==> src/rtl/err_irq_pkg.sv <==
package err_irq_pkg;

  typedef enum logic [1:0] {
    SEL_RAW    = 2'd0,
    SEL_MASKED = 2'd1,
    SEL_EN_SET = 2'd2,
    SEL_EN_CLR = 2'd3
  } reg_sel_e;

  typedef struct packed {
    logic     hit;
    reg_sel_e sel;
  } acc_dec_t;

endpackage

==> src/rtl/err_acc_decode.sv <==
module err_acc_decode
  import err_irq_pkg::*;
#(
  parameter int unsigned          ADDR_W    = 8,
  parameter logic [ADDR_W-1:0]    BASE_ADDR = '0
) (
  input  logic [ADDR_W-1:0] addr_i,
  output acc_dec_t          dec_o
);
  // Four 32-bit words: offset bits [3:2] choose the register.
  localparam int unsigned WIN_LSB = 4;

  logic unused_low;
  assign unused_low = ^addr_i[1:0];

  always_comb begin
    dec_o.hit = (addr_i[ADDR_W-1:WIN_LSB] == BASE_ADDR[ADDR_W-1:WIN_LSB]);
    dec_o.sel = reg_sel_e'(addr_i[WIN_LSB-1:2]);
  end
endmodule

==> src/rtl/err_status_latch.sv <==
module err_status_latch #(
  parameter int unsigned NUM_ERR = 6
) (
  input  logic               clk_i,
  input  logic               rst_ni,
  input  logic [NUM_ERR-1:0] evt_i,
  input  logic [NUM_ERR-1:0] clr_i,
  output logic [NUM_ERR-1:0] raw_o
);
  for (genvar k = 0; k < NUM_ERR; k++) begin : g_bit
    logic bit_q;
    // A new event wins over a simultaneous acknowledge.
    always_ff @(posedge clk_i or negedge rst_ni) begin
      if (!rst_ni)       bit_q <= 1'b0;
      else if (evt_i[k]) bit_q <= 1'b1;
      else if (clr_i[k]) bit_q <= 1'b0;
    end
    assign raw_o[k] = bit_q;
  end
endmodule

==> src/rtl/err_enable_pair.sv <==
module err_enable_pair #(
  parameter int unsigned NUM_ERR = 6
) (
  input  logic               clk_i,
  input  logic               rst_ni,
  input  logic [NUM_ERR-1:0] set_i,
  input  logic [NUM_ERR-1:0] clr_i,
  output logic [NUM_ERR-1:0] en_o
);
  logic [NUM_ERR-1:0] en_q;

  always_ff @(posedge clk_i or negedge rst_ni) begin
    if (!rst_ni) en_q <= '0;
    else         en_q <= (en_q | set_i) & ~clr_i;
  end

  assign en_o = en_q;
endmodule

==> src/rtl/err_read_port.sv <==
module err_read_port
  import err_irq_pkg::*;
#(
  parameter int unsigned NUM_ERR = 6,
  parameter int unsigned DATA_W  = 32
) (
  input  logic               clk_i,
  input  logic               rst_ni,
  input  logic               rd_fire_i,
  input  acc_dec_t           dec_i,
  input  logic [NUM_ERR-1:0] raw_i,
  input  logic [NUM_ERR-1:0] en_i,
  output logic               rsp_valid_o,
  output logic [DATA_W-1:0]  rsp_data_o
);
  localparam int unsigned PAD_W = DATA_W - NUM_ERR;

  logic [NUM_ERR-1:0] sel_val;
  logic               valid_q;
  logic [DATA_W-1:0]  data_q;

  always_comb begin
    unique case (dec_i.sel)
      SEL_RAW:    sel_val = raw_i;
      SEL_MASKED: sel_val = raw_i & en_i;
      default:    sel_val = en_i;
    endcase
    if (!dec_i.hit) sel_val = '0;
  end

  always_ff @(posedge clk_i or negedge rst_ni) begin
    if (!rst_ni) begin
      valid_q <= 1'b0;
      data_q  <= '0;
    end else begin
      valid_q <= rd_fire_i;
      if (rd_fire_i) data_q <= {{PAD_W{1'b0}}, sel_val};
    end
  end

  assign rsp_valid_o = valid_q;
  assign rsp_data_o  = data_q;
endmodule

==> src/rtl/err_irq_collector.sv <==
module err_irq_collector
  import err_irq_pkg::*;
#(
  parameter int unsigned       NUM_ERR   = 6,
  parameter int unsigned       DATA_W    = 32,
  parameter int unsigned       ADDR_W    = 8,
  parameter logic [ADDR_W-1:0] BASE_ADDR = '0,
  parameter logic [NUM_ERR-1:0] FATAL_SEL = NUM_ERR'(6'b01_0010)
) (
  input  logic               clk_i,
  input  logic               rst_ni,
  input  logic [NUM_ERR-1:0] err_evt_i,
  input  logic               req_valid_i,
  output logic               req_ready_o,
  input  logic               req_write_i,
  input  logic [ADDR_W-1:0]  req_addr_i,
  input  logic [DATA_W-1:0]  req_wdata_i,
  output logic               rsp_valid_o,
  output logic [DATA_W-1:0]  rsp_data_o,
  output logic               err_irq_o,
  output logic               err_fatal_o
);
  acc_dec_t           dec;
  logic               wr_fire, rd_fire;
  logic [NUM_ERR-1:0] wbits;
  logic [NUM_ERR-1:0] stat_clr, en_set, en_clr;
  logic [NUM_ERR-1:0] raw_q, en_q, masked;
  logic               unused_wdata;

  assign unused_wdata = ^req_wdata_i[DATA_W-1:NUM_ERR];
  assign req_ready_o  = 1'b1;
  assign wr_fire      = req_valid_i &  req_write_i & dec.hit;
  assign rd_fire      = req_valid_i & ~req_write_i;
  assign wbits        = req_wdata_i[NUM_ERR-1:0];

  err_acc_decode #(.ADDR_W(ADDR_W), .BASE_ADDR(BASE_ADDR)) u_dec (
    .addr_i (req_addr_i),
    .dec_o  (dec)
  );

  always_comb begin
    stat_clr = '0;
    en_set   = '0;
    en_clr   = '0;
    if (wr_fire) begin
      unique case (dec.sel)
        SEL_RAW, SEL_MASKED: stat_clr = wbits;
        SEL_EN_SET:          en_set   = wbits;
        default:             en_clr   = wbits;
      endcase
    end
  end

  err_status_latch #(.NUM_ERR(NUM_ERR)) u_stat (
    .clk_i  (clk_i),
    .rst_ni (rst_ni),
    .evt_i  (err_evt_i),
    .clr_i  (stat_clr),
    .raw_o  (raw_q)
  );

  err_enable_pair #(.NUM_ERR(NUM_ERR)) u_en (
    .clk_i  (clk_i),
    .rst_ni (rst_ni),
    .set_i  (en_set),
    .clr_i  (en_clr),
    .en_o   (en_q)
  );

  err_read_port #(.NUM_ERR(NUM_ERR), .DATA_W(DATA_W)) u_rd (
    .clk_i       (clk_i),
    .rst_ni      (rst_ni),
    .rd_fire_i   (rd_fire),
    .dec_i       (dec),
    .raw_i       (raw_q),
    .en_i        (en_q),
    .rsp_valid_o (rsp_valid_o),
    .rsp_data_o  (rsp_data_o)
  );

  assign masked      = raw_q & en_q;
  assign err_irq_o   = |masked;
  assign err_fatal_o = |(masked & FATAL_SEL);
endmodule

==> config.mk <==
export PLATFORM = sky130hd
export DESIGN_NAME = err_irq_collector
export DESIGN_NICKNAME = d
export VERILOG_FILES = /design/src/rtl/err_irq_pkg.sv /design/src/rtl/err_acc_decode.sv /design/src/rtl/err_status_latch.sv /design/src/rtl/err_enable_pair.sv /design/src/rtl/err_read_port.sv /design/src/rtl/err_irq_collector.sv
export SDC_FILE = /design/constraint.sdc
export NUM_CORES = 1
export LEC_CHECK = 0
export BUFFER_PORTS_ARGS = -buffer_cell sky130_fd_sc_hd__buf_2
export CORE_MARGIN = 1.5
export CORE_UTILIZATION = 40
export DETAILED_ROUTE_END_ITERATION = 7
export PLACE_DENSITY = 0.84
export SYNTH_ARGS = -nofsm -noshare
export SYNTH_HDL_FRONTEND = slang
export SYNTH_HIERARCHICAL = 1
export SYNTH_SLANG_ARGS = --single-unit
==> constraint.sdc <==
create_clock -name clk_i -period 1.4 [get_ports clk_i]
set_input_delay 0.21 -clock clk_i [delete_from_list [all_inputs] [get_ports clk_i]]
set_output_delay 0.21 -clock clk_i [all_outputs]
set_load 0.02 [all_outputs]
==> results of run 1 <==
## cell type report
type                            instances  area (µm²)
Clock buffer                            4        26.3
Fill cell                             305        1640
Inverter                               12        45.0
Multi-Input combinational cell         86         548
Sequential cell                        19         475
Tap cell                               33        41.3
Timing Repair Buffer                   39         229
## synthesized netlist by cell type (all sizes together)
master / instances / area share [%]
buf: 36 / 22
dfrtp: 19 / 38
inv: 12 / 3.6
o21ba: 12 / 9.6
a21o: 6 / 3.6
and2: 6 / 3.0
and3: 6 / 3.0
nor2: 6 / 1.8
nor3b: 6 / 3.6
o32ai: 6 / 4.2
nand2: 3 / 0.90
conb: 2 / 0.60
a22o: 1 / 0.70
a22oi: 1 / 0.60
and4: 1 / 0.70
and4b: 1 / 0.80
clkbuf: 1 / 0.30
nand4: 1 / 1.0
nand4b: 1 / 0.70
nor2b: 1 / 0.50
nor4: 1 / 1.0
## repair_timing
action                                 in CTS  in global routing
setup endpoints to repair                   1                  2
gates resized for setup                     3                  0
pin swaps                                   1                  0
endpoints found under the hold margin      19                  0
hold buffers                                1                  0
buffers inserted                            4                  1
## power breakdown
part	leakage [nW]	switching, mW	internal [mW]
clock network	0.0150	0.164	0.111
registers	0.231	0.0129	0.568
logic	0.456	0.160	0.105
## cell families after synthesis
group                  Yosys count
buffers and inverters           49
AND/OR/NAND/NOR                 33
flip-flops                      19
AO/OA/AOI/OAI                   26
other                            2
## layer usage
layer	wire length (µm)	track usage (%)
met1	991	15.7
met2	1050	22.4
met3	116	2.42
met4	25	6.82
met5	0	0
## state kept, by name, indices dropped and copies added (netlist names)
signal,cells
u_rd/rsp_valid_o,1
u_en/en_o,6
u_stat/g_bit.bit_q,6
u_rd/rsp_data_o,6
## worst max-delay path by stage
stage | start | end | slack, ps
floorplan | u_stat/g_bit[1].bit_q$_DFFE_PN0P_ | err_irq_o | 70
global placement | req_addr_i[5] | u_stat/g_bit[5].bit_q$_DFFE_PN0P_ | -130
detailed placement | req_addr_i[5] | u_stat/g_bit[5].bit_q$_DFFE_PN0P_ | -140
CTS | u_en/en_o[1]$_DFF_PN0_ | err_irq_o | -120
global route | u_en/en_o[1]$_DFF_PN0_ | err_irq_o | -160
finish | u_en/en_o[1]$_DFF_PN0_ | err_irq_o | -110
## worst max-delay path: stages, from the launching register on
cell and delay, ps:
dfrtp_1 400, a22o_1 250, nand4b_1 180, buf_4 170
## stage by stage
stage	setup WS [ps]	hold WS (ps)	utilization (%)	area, µm²	setup TNS [ps]
floorplan	69.2	-85.6	-	1350	0
global placement	-132	167	42.7	1280	-913
detailed placement	-138	178	42.7	1280	-1110
CTS	-116	69.8	45.2	1360	-133
global route	-161	68.8	45.5	1370	-221
finish	-108	82.4	45.5	1370	-122
==> out/results.ini, run 1 <==
[run_status]
status=finished, violations left
violations=negative setup slack

[synth]
syn_avg_cell_area_um2=9.71
synth_xor_area_share_pct=0
synth-seq-cells=19
synthMuxAreaShare_pct=0
yosys_warnings=6
synth-adder-area-share_pct=0
synthSimpleGateAreaFrac_pct=17.0
synth_compound_area_share_pct=18.7
synth_cell_types=23
syn_area_um2=1250
synth_top_family_by_area=buffers and inverters
seq_area_frac_synth_pct=38.0
syn_inst=129

[finish]
layout_common_cells=buf_2 (28), conb_1 (27), dfrtp_1 (19)
antenna_cells=0
synthToLayoutAreaGrowth_pct=8.99
stdcell_count=193
drive_above_1_share_pct=28.1
fin_nets=211
final_common_cell=buf_2

[detailed_routing]
routedWlPerCell_um=11.3
vias_per_cell=4.55
vias=879
firstDrtPassIters=3
drc=0
drt_wl_total_um=2190
drt_iter0_markers=28
ant_nets=0

[timing]
slew_violations=0
rsz0062_at_grt=yes
hold_viol=0
period_needed_ps=1510
skew_ps=8.83
fmax_ghz=0.663
finalCritPeriodShare_pct=108
setup_viol=2
finalWorstSetupSlack_ps=-108

[grt]
grt_usage_pct=13.2
grt_pass1_vias=798
grt_max_degree=20
grt_pass1_wl_um=3430
antenna_found_initial=0
overflow=0

[cts]
cts_root_buffer=clkbuf_4
cts_max_level=1
cts_tree=yes
cts_num_sinks=19
clk_pin_slew_worst_paths_ps=110
cts_inserted_buffers=3
clk_path_buf_depth=2
clk_latency_ps=300

[floorplan]
initial_utilization_pct=41.7
die_y_um=59.0
ios=86
rows=20
core_area_um2=3000
die-area_um2=3480
die_w_um=59.0

[pwr]
peakVddDrop_uv=203
power_density_nw_per_um2=821
total_power_mw=1.12
leakage_nw=0.701

[hold_path]
worstHoldPathCells=2
whs_endpoint=u_stat/g_bit[4].bit_q$_DFFE_PN0P_
min_path_type=input pin to register
hp-start=err_evt_i[4]

[run]
maxCapViolCount=0

[place]
dp_cells=183
portBuffers=30
routabilityCongestion=0.774
dp_hpwl_um=1660

[setup_path]
required_ps=1190
r2r_slack_ps=340
reg2reg_from=u_en/en_o[1]$_DFF_PN0_
cp_max_fo=2
timing.rr.end=u_rd/rsp_data_o[1]$_DFFE_PN0P_
crit_type=register to primary output
arrival_ps=1300
start_kind=register
rr_worst_depth=4
cp-end-kind=primary output

Power figures use the tool's default switching activity.
==> inputs of run 2 (changes only) <==
- ABC_AREA: unset -> 1
- PLACE_DENSITY: 0.84 -> 0.82
==> run 2 against run 1 <==
Net effect: the run now ends clean; critical path depth up 2; non-clock buffer count down 2; combinational power up 3%; synthesized cell count up 46%; first-iteration DRC count down 11%; routed wire length up 7.1%.
==> out/results.ini, run 2 <==
[setup_path]
arrival_ps=1150  ; -150 ps
crit_type=register to primary output
start_kind=register
reg2reg_from=u_stat/g_bit[3].bit_q$_DFFE_PN0P_
rr_worst_depth=5  ; +1
required_ps=1190  ; about the same
cp_max_fo=3  ; +1
cp-end-kind=primary output
timing.rr.end=u_rd/rsp_data_o[3]$_DFFE_PN0P_
r2r_slack_ps=520  ; +180 ps

[hold_path]
hp-start=err_evt_i[4]
whs_endpoint=u_stat/g_bit[4].bit_q$_DFFE_PN0P_
min_path_type=input pin to register
worstHoldPathCells=3  ; +1

[floorplan]
die_y_um=61.6  ; +4.5%
die-area_um2=3800  ; +9.2%
ios=86  ; unchanged
die_w_um=61.6  ; +4.5%
rows=21  ; +5.0%
initial_utilization_pct=41.5  ; -0.21 points
core_area_um2=3310  ; +10%

[detailed_routing]
drt_iter0_markers=25  ; -11%
vias_per_cell=3.92  ; -14%
routedWlPerCell_um=8.94  ; -21%
firstDrtPassIters=4  ; +1
drt_wl_total_um=2340  ; +7.1%
ant_nets=0  ; unchanged
drc=0  ; unchanged
vias=1028  ; +17%

[grt]
grt_pass1_wl_um=3700  ; +7.8%
overflow=0  ; unchanged
grt_usage_pct=13.1  ; -0.068 points
grt_max_degree=20  ; unchanged
grt_pass1_vias=826  ; +3.5%
antenna_found_initial=0  ; unchanged

[cts]
cts_max_level=1  ; unchanged
cts_tree=yes
clk_path_buf_depth=2  ; unchanged
cts_num_sinks=19  ; unchanged
clk_pin_slew_worst_paths_ps=110  ; about the same
cts_inserted_buffers=3  ; unchanged
clk_latency_ps=290  ; about the same
cts_root_buffer=clkbuf_4

[place]
dpl_cell_area_um2=1390  ; +8.1%
dp_cells=252  ; +38%
dp_hpwl_um=1840  ; +11%
portBuffers=30  ; unchanged
routabilityCongestion=0.768  ; -0.78%

[synth]
synth_common_cells=nand2_1 (43), buf_4 (35), inv_1 (32), nor2_1 (27), dfrtp_1 (19)
yosys_warnings=6  ; unchanged
ys.flop_type=dfrtp_1
syn_avg_cell_area_um2=7.31  ; -25%
synth_area_leaders=dfrtp_1 (35%), buf_4 (19%), nand2_1 (12%)
synth_top_area_share_pct=34.6  ; -3.4 points
syn_area_um2=1370  ; +9.7%
synth-seq-cells=19  ; unchanged
seq_area_frac_synth_pct=34.6  ; -3.4 points
yosysMostFrequentCell=nand2_1
synth_edf_count=0  ; unchanged
synth_cell_types=14  ; -39%
syn_inst=188  ; +46%
synth-async-reset-ratio_pct=100  ; unchanged
yosysTopAreaCell=dfrtp_1

[finish]
fin_nets=267  ; +27%
drive_above_1_share_pct=24.1  ; -4.1 points
stdcell_count=262  ; +36%
design_area_um2=1470  ; +7.4%
fillers=395  ; +30%
synthToLayoutAreaGrowth_pct=6.74
layout_common_cells=nand2_1 (43), inv_1 (32), buf_2 (29)
antenna_cells=0  ; unchanged
final_common_cell=nand2_1

[run_status]
status=complete, no violations

[run]
maxCapViolCount=0  ; unchanged

[timing]
slew_violations=0  ; unchanged
fmax_ghz=0.736  ; +11%
hold_ws_ps=92.1  ; +9.62 ps
skew_ps=3.21  ; -5.62 ps
finalCritPeriodShare_pct=97.1  ; -11 points
period_needed_ps=1360  ; -148 ps
hold_viol=0  ; unchanged
rsz0062_at_grt=yes
fin_setup_tns_ps=0  ; +122 ps
setup_viol=0  ; -2

[pwr]
leakage_nw=0.848  ; +21%
power_density_nw_per_um2=771  ; -6.1%
peakVddDrop_uv=206  ; +1.5%
total_power_mw=1.13  ; +0.88%

-- run 2: metrics by stage --
stage / worst slack (ps) / util (%)
after floorplan: 281 / -
after global placement: 76.6 / 41.9
after detailed placement: -7.77 / 41.9
after CTS: 0.0737 / 43.0
after global routing: -62.4 / 44.3
final: 40.4 / 44.3
-- run 2: critical path, cell delays in order, from the launching register on --
cell and delay [ps]:
dfrtp_1 410, nand2_1 70, nand2_1 50, nor2_1 120, nand2_1 80, buf_6 130
-- run 2: cell type report --
type                    count  area (µm²)  share of cell area [%]
clock buffers               4        26.3                    1.79
inverters                  32         120                    8.19
multi-input cells         124         576                    39.2
flip-flops and latches     19         475                    32.4
well taps                  46        57.6                    3.92
repair buffers             37         211                    14.4
-- run 2: timing repair --
item,4_1_cts,5_1_grt
gates resized for setup,0,2
setup endpoints to repair,0,1
buffers inserted,0,5
hold buffers,1,0
hold endpoints to repair,19,0
-- run 2: how the worst max path moves through the flow --
stage / startpoint / to / slack, ps / cells after the start
2_1_floorplan: req_addr_i[4] / u_stat/g_bit[3].bit_q$_DFFE_PN0P_ / 280 / 9
3_3_place_gp: req_addr_i[4] / u_stat/g_bit[5].bit_q$_DFFE_PN0P_ / 80 / 9
3_5_place_dp: req_addr_i[4] / u_en/en_o[5]$_DFF_PN0_ / -8 / 8
4_1_cts: u_stat/g_bit[3].bit_q$_DFFE_PN0P_ / err_irq_o / 0.07 / 5
5_1_grt: u_stat/g_bit[0].bit_q$_DFFE_PN0P_ / err_irq_o / -60 / 5
6_report: u_stat/g_bit[5].bit_q$_DFFE_PN0P_ / err_irq_o / 40 / 5
-- run 2: metal layers --
| metal | up-vias | share of wire (%) | track usage (%) |
|---|---|---|---|
| met3 | 2 | 5.6 | 2.52 |
| met2 | 32 | 51 | 22.9 |
| li1 | 548 | - | - |
| met5 | - | 0 | 0 |
| met4 | 0 | 0.56 | 3.65 |
| met1 | 446 | 43 | 16.4 |
-- run 2: kinds of logic (layout without fill, tap and decap cells) --
logic type / count (synthesis) / in the layout / synth area share, %
buffers and inverters: 70 / 73 / 30.3
other: 2 / 27 / 0.547
AOI/OAI and AO/OA: 6 / 6 / 2.19
DFF: 19 / 19 / 34.6
and+or+nand+nor: 91 / 91 / 32.3
-- run 2: power breakdown --
group,switching [mW],internal [mW]
Clock,0.167,0.111
Sequential,0.0138,0.567
Combinational,0.190,0.0820
Total,0.371,0.760
